$ cat src/rtl/osc_ready_pkg.sv
package osc_ready_pkg;
    localparam int CAL_W  = 8;
    localparam int TRIM_W = 5;

    typedef logic [CAL_W-1:0]  cal_t;
    typedef logic [TRIM_W-1:0] trim_t;

    typedef struct packed {
        logic on;
        logic ie;
    } ctl_t;

    function automatic trim_t trim_mid();
        trim_t v;
        v = '0;
        v[TRIM_W-1] = 1'b1;
        return v;
    endfunction
endpackage

$ cat src/rtl/osc_edge_sync.sv
module osc_edge_sync #(
    parameter int STAGES = 2
) (
    input  logic clk,
    input  logic rst,
    input  logic raw,
    output logic lvl,
    output logic rise
);
    logic [STAGES:0] chain;

    generate
        for (genvar i = 0; i <= STAGES; i++) begin : g_ff
            always_ff @(posedge clk) begin
                if (rst)         chain[i] <= 1'b0;
                else if (i == 0) chain[i] <= raw;
                else             chain[i] <= chain[(i == 0) ? 0 : i-1];
            end
        end
    endgenerate

    assign lvl  = chain[STAGES-1];
    assign rise = chain[STAGES-1] & ~chain[STAGES];
endmodule

$ cat src/rtl/osc_settle.sv
module osc_settle #(
    parameter int SETTLE_CYC = 8
) (
    input  logic clk,
    input  logic rst,
    input  logic on_q,
    input  logic on_d,
    input  logic alive,
    input  logic rise,
    output logic rdy_d,
    output logic rdy_q
);
    localparam int CW = $clog2(SETTLE_CYC + 1);
    localparam logic [CW-1:0] LAST = CW'(SETTLE_CYC - 1);

    logic [CW-1:0] cnt;
    logic          hit;

    assign hit = on_q & alive & rise & (cnt == LAST);

    always_comb begin
        if (!on_d)      rdy_d = 1'b0;
        else if (rdy_q) rdy_d = 1'b1;
        else            rdy_d = hit;
    end

    always_ff @(posedge clk) begin
        if (rst) begin
            cnt   <= '0;
            rdy_q <= 1'b0;
        end else begin
            rdy_q <= rdy_d;
            if (!on_q || !alive)    cnt <= '0;
            else if (rise && !rdy_q) cnt <= cnt + 1'b1;
        end
    end

    AST_RDY_NEEDS_ON: assert property (@(posedge clk) disable iff (rst)
        rdy_q |-> on_q);

    AST_RDY_RISE_COUNTED: assert property (@(posedge clk) disable iff (rst)
        $rose(rdy_q) |-> $past(on_q) && $past(alive) && $past(rise));
endmodule

$ cat src/rtl/osc_ready_ctrl.sv
module osc_ready_ctrl
    import osc_ready_pkg::*;
#(
    parameter int SETTLE_CYC  = 8,
    parameter int SYNC_STAGES = 2
) (
    input  logic              clk,
    input  logic              rst,
    input  logic [CAL_W-1:0]  fuse_cal,
    input  logic              ctl_we,
    input  logic              ctl_on,
    input  logic              trim_we,
    input  logic [TRIM_W-1:0] trim_val,
    input  logic              ie_we,
    input  logic              ie_val,
    input  logic              rdy_clr,
    input  logic              osc_clk_in,
    input  logic              osc_alive,
    output logic              osc_en,
    output logic [CAL_W-1:0]  cal_out,
    output logic [TRIM_W-1:0] trim_out,
    output logic              ready,
    output logic              clk_gated,
    output logic              rdy_flag,
    output logic              irq
);
    ctl_t  ctl_q, ctl_d;
    cal_t  cal_q;
    trim_t trim_q;
    logic  osc_lvl, osc_rise;
    logic  rdy_d, rdy_q;
    logic  gate_q, flag_q;

    always_comb begin
        ctl_d = ctl_q;
        if (ctl_we) ctl_d.on = ctl_on;
        if (ie_we)  ctl_d.ie = ie_val;
    end

    osc_edge_sync #(.STAGES(SYNC_STAGES)) u_sync (
        .clk  (clk),
        .rst  (rst),
        .raw  (osc_clk_in),
        .lvl  (osc_lvl),
        .rise (osc_rise)
    );

    osc_settle #(.SETTLE_CYC(SETTLE_CYC)) u_settle (
        .clk   (clk),
        .rst   (rst),
        .on_q  (ctl_q.on),
        .on_d  (ctl_d.on),
        .alive (osc_alive),
        .rise  (osc_rise),
        .rdy_d (rdy_d),
        .rdy_q (rdy_q)
    );

    always_ff @(posedge clk) begin
        if (rst) begin
            ctl_q  <= '0;
            cal_q  <= fuse_cal;
            trim_q <= trim_mid();
            gate_q <= 1'b0;
            flag_q <= 1'b0;
        end else begin
            ctl_q  <= ctl_d;
            if (trim_we) trim_q <= trim_val;
            gate_q <= osc_lvl & rdy_d;
            if (rdy_d && !rdy_q) flag_q <= 1'b1;
            else if (rdy_clr)    flag_q <= 1'b0;
        end
    end

    assign osc_en    = ctl_q.on;
    assign cal_out   = cal_q;
    assign trim_out  = trim_q;
    assign ready     = rdy_q;
    assign clk_gated = gate_q;
    assign rdy_flag  = flag_q;
    assign irq       = flag_q & ctl_q.ie;

    AST_CAL_FROZEN: assert property (@(posedge clk) disable iff (rst)
        1'b1 |=> $stable(cal_out));

    AST_GATE_NEEDS_RDY: assert property (@(posedge clk) disable iff (rst)
        clk_gated |-> ready);

    AST_OFF_DROPS_RDY: assert property (@(posedge clk) disable iff (rst)
        (ctl_we && !ctl_on) |=> !ready && !clk_gated && !osc_en);

    AST_FLAG_ON_RISE: assert property (@(posedge clk) disable iff (rst)
        $rose(ready) |-> rdy_flag);
endmodule

$ cat config.mk
export PLATFORM = sky130hd
export DESIGN_NAME = osc_ready_ctrl
export DESIGN_NICKNAME = d
export VERILOG_FILES = /design/src/rtl/osc_ready_pkg.sv /design/src/rtl/osc_edge_sync.sv /design/src/rtl/osc_settle.sv /design/src/rtl/osc_ready_ctrl.sv
export SDC_FILE = /design/constraint.sdc
export NUM_CORES = 1
export LEC_CHECK = 0
export ABC_AREA = 1
export CAP_MARGIN = 20
export CORE_MARGIN = 3
export CORE_UTILIZATION = 27
export CTS_CLUSTER_SIZE = 25
export DETAILED_ROUTE_END_ITERATION = 16
export MAX_ROUTING_LAYER = met4
export PLACE_DENSITY = 0.59
export RECOVER_POWER = 50
export SLEW_MARGIN = 10
export SYNTH_ARGS = -nofsm -noshare
export SYNTH_HDL_FRONTEND = slang
export SYNTH_SLANG_ARGS = --single-unit
$ cat constraint.sdc
create_clock -name clk -period 2.59 [get_ports clk]
set_clock_uncertainty 0.15 [all_clocks]
set_input_delay 0.777 -clock clk [delete_from_list [all_inputs] [get_ports clk]]
set_output_delay 0.777 -clock clk [all_outputs]
set_load 0.05 [all_outputs]
==> impl_metrics.yaml, run 1 <==
sta:
  relSlewSlack: 0.635
  fin_ws_ns: 0.0930
  timing.fmax_mhz: 400
  rsz0062_at_grt: "no"
  tightest_slew_ns: 0.548
  timing.final.max_slew_violations: 0
  setup_tns_ns: 0
  final.min_clock_period_ns: 2.50
  setup_viol: 0
  fin_crit_sh: 0.964
  hold_viol_final: 0
worst_setup_path:
  path_max_fanout: 3
  cpPeakStageDelay_ns: 0.79
  crit_type: "flip-flop to output port"
  crit_required_ns: 1.66
  reg2regPathDepth: 7
  path_cells: "nand2_1 -> inv_1 -> clkdlybuf4s50_1"
  r2r_end: "rdy_flag"
  endpoint_kind: "output port"
  r2r_slack_ns: 1.40
  worst_setup_path_start_kind: "flip-flop"
  critical_path.slowest_cell: "clkdlybuf4s50_1"
  r2r_start: "u_settle.cnt[1]"
  cp.arrival_ns: 1.57
cells_and_area:
  nFillCells: 307
  nets: 165
  final_cell_mix: "clkdlybuf4s50_1 (30), dfxtp_1 (17), nor2_1 (16), nand2_1 (13), inv_1 (12)"
  syn_to_final_growth_pct: 53.1
  final_layout_size_suffix_gt1_frac: 0.0929
  antennaDiodeCount: 0
  layout_commonest_cell: "clkdlybuf4s50_1"
  fin_util: 0.446
clocking:
  htree_levels: 1
  cts_sinks: 25
  clkSlewWorstSetupHoldPaths_ns: 0.15
  cts-buffers-inserted: 3
  clockRootBuffer: "clkbuf_4"
  postCtsHoldBufs: 0
  insertion_delay_ns: 0.32
  clockBufferDepth: 2
  tritoncts: "done"
route:
  first_iter_violations: 13
  wl_um: 1950
  drt_pre_antenna_iters: 4
  routedWlPerCell_um: 10.6
  vias: 754
  drcViolationCount: 0
  antenna_left: 0
  avgViaCountPerCell: 4.10
grt:
  grt_pass1_wl_um: 3440
  grtUsageTotal: 0.110
  grt_max_degree: 17
  overflow: 0
  antenna_found_initial: 0
  grt_pass1_vias: 804
power:
  ir_drop_uv: 229
  finalPower_mw: 0.761
  cellPowerDensity_nw_per_um2: 545
  p_leak_nw: 0.574
floorplan:
  core_um2: 3130
  ios: 41
  die_w_um: 64.1
  die_area_um2: 4110
  die_y_um: 64.1
  row_count: 20
  initial_core_util: 0.292
logic_synthesis:
  avgSynthCellArea_um2: 9.60
  synth.distinct_cells: 17
  synth_cells: 95
  ys_seq_area_frac: 0.636
  syn-cell-area_um2: 912
  yosys_warnings: 0
  syn-num-nets: 119
  synth-seq-cells: 25
placed_design:
  portBuffers: 40
  dp_slack_ns: 0.438
  dp_hpwl_um: 1580
  gp_congestion: 0.741
flow_run:
  cap_violations: 0
min_path:
  holdCritPathClass: "flip-flop to flip-flop"
  min_to: "u_sync.lvl"
  min-delay-start: "u_sync.chain[0]"
  whs_path_depth: 2
run_status:
  outcome: "finished, final reports clean"
## metrics by stage
step / instances / hold WS [ns] / cell area [um2]
after floorplan: 95 / 0.238 / 912
after global placement: 180 / 0.246 / 1380
after detailed placement: 180 / 0.246 / 1380
after CTS: 184 / 0.266 / 1410
after global routing: 184 / 0.299 / 1400
final: 184 / 0.267 / 1400
## cells in the mapped netlist
master,number,area share
o21ai_0,5,0.027
nand3_2,1,0.011
nand3b_1,1,0.0082
dfxtp_1,17,0.37
a21oi_1,5,0.027
nand2_1,13,0.054
o21ai_1,1,0.0055
nor2_4,2,0.025
nor2_2,1,0.0069
nand3_1,5,0.027
ha_1,1,0.014
nor2_1,16,0.066
inv_1,11,0.045
inv_2,4,0.016
nand2_2,3,0.021
edfxtp_1,8,0.26
o21ai_2,1,0.0096
## state kept, by name, indices dropped and copies added (netlist names)
name            cells
cal_out             8
trim_out            5
ctl_q               1
osc_en              1
u_settle.cnt        4
u_settle.rdy_q      1
u_sync.lvl          1
rdy_flag            1
u_sync.chain        2
clk_gated           1
## final cells by class
class                   count  area, um2  share of cell area
clock inverters             1       8.76             0.00627
multi-input cells          55        267               0.191
flip-flops and latches     25        581               0.416
inverters                  15       56.3              0.0403
well taps                  44       55.1              0.0394
clock buffers               3       22.5              0.0161
repair buffers             41        407               0.291
## power breakdown
part / switching (mW) / internal (mW)
logic: 0.0871 / 0.0598
clock network: 0.119 / 0.0627
registers: 0.00758 / 0.425
## how the worst max path moves through the flow
stage	from	to	slack, ns	depth (start not counted)
3_5_place_dp	rdy_flag	irq	0.44	3
2_1_floorplan	rdy_flag	irq	0.62	2
4_1_cts	u_settle.rdy_q	ready	0.06	1
5_1_grt	rdy_flag	irq	0.01	3
6_report	rdy_flag	irq	0.09	3
3_3_place_gp	rdy_flag	irq	0.46	3
## layer usage
metal,global-route usage,vias up,wire length [um],part of all wire
li1,-,392,-,-
met1,0.116,339,809,0.41
met2,0.194,21,1040,0.53
met3,0.0158,2,71,0.036
met4,0.0686,0,34,0.017
met5,-,-,0,0
## worst max-delay path, delay by kind of cell (launching register included)
family                 cells  cell delay (ns)
and+or+nand+nor            1             0.06
DFF                        1             0.37
buffers and inverters      2             0.83
## repair_timing
action / in CTS / in global routing
setup buffers: 0 / 0
endpoints found under the setup margin: 0 / 1
resized for setup: 0 / 1
## logic make-up (layout without fill, tap and decap cells)
kind of cell    count (synthesis)  in the layout  share of synthesized area
simple gates                   42             42                      0.218
flops                          25             25                      0.636
buf+inv                        15             60                     0.0617
compound gates                 12             12                     0.0699
fa+ha+maj                       1              1                     0.0137
Note: power is estimated with default switching activity, not from simulation.
==> run 2, diff against run 1 <==
Settings changed: CORE_MARGIN 3 to 1.
==> run 2 against run 1 <==
Compared with the run above:
- cell count unchanged
- critical path depth did not move
- sequential cell count unchanged
- final area did not move
- highest routed layer unchanged
- clock power down 5%
==> impl_metrics.yaml, run 2 (synthesis results as in run 1) <==
clocking:
  clockRootBuffer: "clkbuf_4"
  cts_sinks: 25
  cts_repair_resize_count: 0
  cts-buffers-inserted: 3
  postCtsSetupBuffers: 0
  clockBufferDepth: 2
  tritoncts: "done"
  postCtsHoldBufs: 0
  clkSlewWorstSetupHoldPaths_ns: 0.14
  insertion_delay_ns: 0.31
  htree_levels: 1
sta:
  timing.final.max_slew_violations: 0
  fin_ws_ns: 0.0841
  relSlewSlack: 0.636
  hold_ws_ns: 0.269
  fin_crit_sh: 0.968
  timing.fmax_mhz: 399
  rsz0062_at_grt: "no"
  setup_tns_ns: 0
  hold_viol_final: 0
  tightest_slew_ns: 0.545
  final.min_clock_period_ns: 2.51
  setup_viol: 0
route:
  wl_um: 1900
  routedWlPerCell_um: 10.3
  vias: 737
  drcViolationCount: 0
  avgViaCountPerCell: 4.01
  antenna_left: 0
  drt_pre_antenna_iters: 4
  first_iter_violations: 23
grt:
  grtUsageTotal: 0.121
  grt_pass1_vias: 726
  grt_max_degree: 16
  antenna_found_initial: 0
  grt_pass1_wl_um: 3080
  overflow: 0
power:
  power_frac_comb: 0.197
  p_int_mw: 0.544
  swShare: 0.278
  p_leak_nw: 0.552
  p_clk_frac: 0.229
  seqPwrFrac: 0.574
  ir_drop_uv: 194
  cellPowerDensity_nw_per_um2: 539
  p_sw_mw: 0.210
  finalPower_mw: 0.753
worst_setup_path:
  crit_family: "buffers and inverters"
  worst_setup_path_start_kind: "flip-flop"
  cp.arrival_ns: 1.58
  endpoint_kind: "output port"
  r2r_slack_ns: 1.39
  cpPeakStageDelay_ns: 0.80
  path_max_fanout: 3
  path_cells: "nand2_1 -> inv_1 -> clkdlybuf4s50_1"
  crit_type: "flip-flop to output port"
  critical_path.slowest_cell: "clkdlybuf4s50_1"
  crit_required_ns: 1.66
  cp.buffers_inverters: 2
placed_design:
  placed_cell_area_um2: 1380
  dp_hpwl_um: 1530
  portBuffers: 40
  dp_slack_ns: 0.431
  gp_congestion: 0.716
floorplan:
  core_um2: 3130
  die_area_um2: 3610
  initial_core_util: 0.292
  die_y_um: 60.1
  ios: 41
  die_w_um: 60.1
  row_count: 20
cells_and_area:
  final_cell_mix: "clkdlybuf4s50_1 (31), dfxtp_1 (17), nor2_1 (16), nand2_1 (13), inv_1 (12)"
  nets: 165
  layout_commonest_cell: "clkdlybuf4s50_1"
  syn_to_final_growth_pct: 53.1
  largest_reg_flops: 8
  final_layout_size_suffix_gt1_frac: 0.100
  post-route-cell-area_um2: 1400
  antennaDiodeCount: 0
run_status:
  outcome: "finished, final reports clean"
min_path:
  holdCritPathClass: "flip-flop to flip-flop"
flow_run:
  cap_violations: 0
==> run 2: cell types whose count changed in the layout (fill, tap and decap cells not counted), sizes merged <==
cell           change
clkdlybuf4s50      +1
clkinvlp           +1
dlymetal6s2s       -1
inv                -1
==> run 2: layout make-up <==
type / count / area [um2]
well taps: 44 / 55.1
clock inverters: 1 / 7.51
clock buffers: 3 / 22.5
flip-flops and latches: 25 / 581
fillers: 324 / 1730
multi-input cells: 55 / 270
repair buffers: 41 / 404
inverters: 15 / 56.3
==> run 2: final timing paths <==
kind                 to  depth (start not counted)             from
max reg2reg    rdy_flag                          7  u_settle.cnt[0]
max                 irq                          3         rdy_flag
min reg2reg  u_sync.lvl                          2  u_sync.chain[0]
min          u_sync.lvl                          2  u_sync.chain[0]
==> run 2: metrics by stage <==
stage	util	cells
2_1_floorplan	-	95
3_3_place_gp	0.440	180
3_5_place_dp	0.440	180
4_1_cts	0.449	184
5_1_grt	0.446	184
6_report	0.446	184
==> run 2: power by group through the flow <==
stage	Sequential [mW]	Combinational [mW]	Clock, mW
after global routing	0.435	0.157	0.201
final	0.432	0.148	0.172
after global placement	0.440	0.151	0
after floorplan	0.499	0.0195	0
after detailed placement	0.441	0.154	0
after CTS	0.433	0.154	0.182
==> run 2: layer usage <==
layer  GRT usage  wire length (um)  up-vias
li1            -                 -      391
met1       0.141               798      326
met2       0.196              1020       18
met3     0.00866                58        2
met4      0.0831                27        0
met5           -                 0        -
==> run 2: tightest hold or removal path: cells and delay by family (launching register included) <==
kind                   cells  cell delay (ns)
buffers and inverters      1             0.04
and+or+nand+nor            1             0.03
DFF                        1             0.32
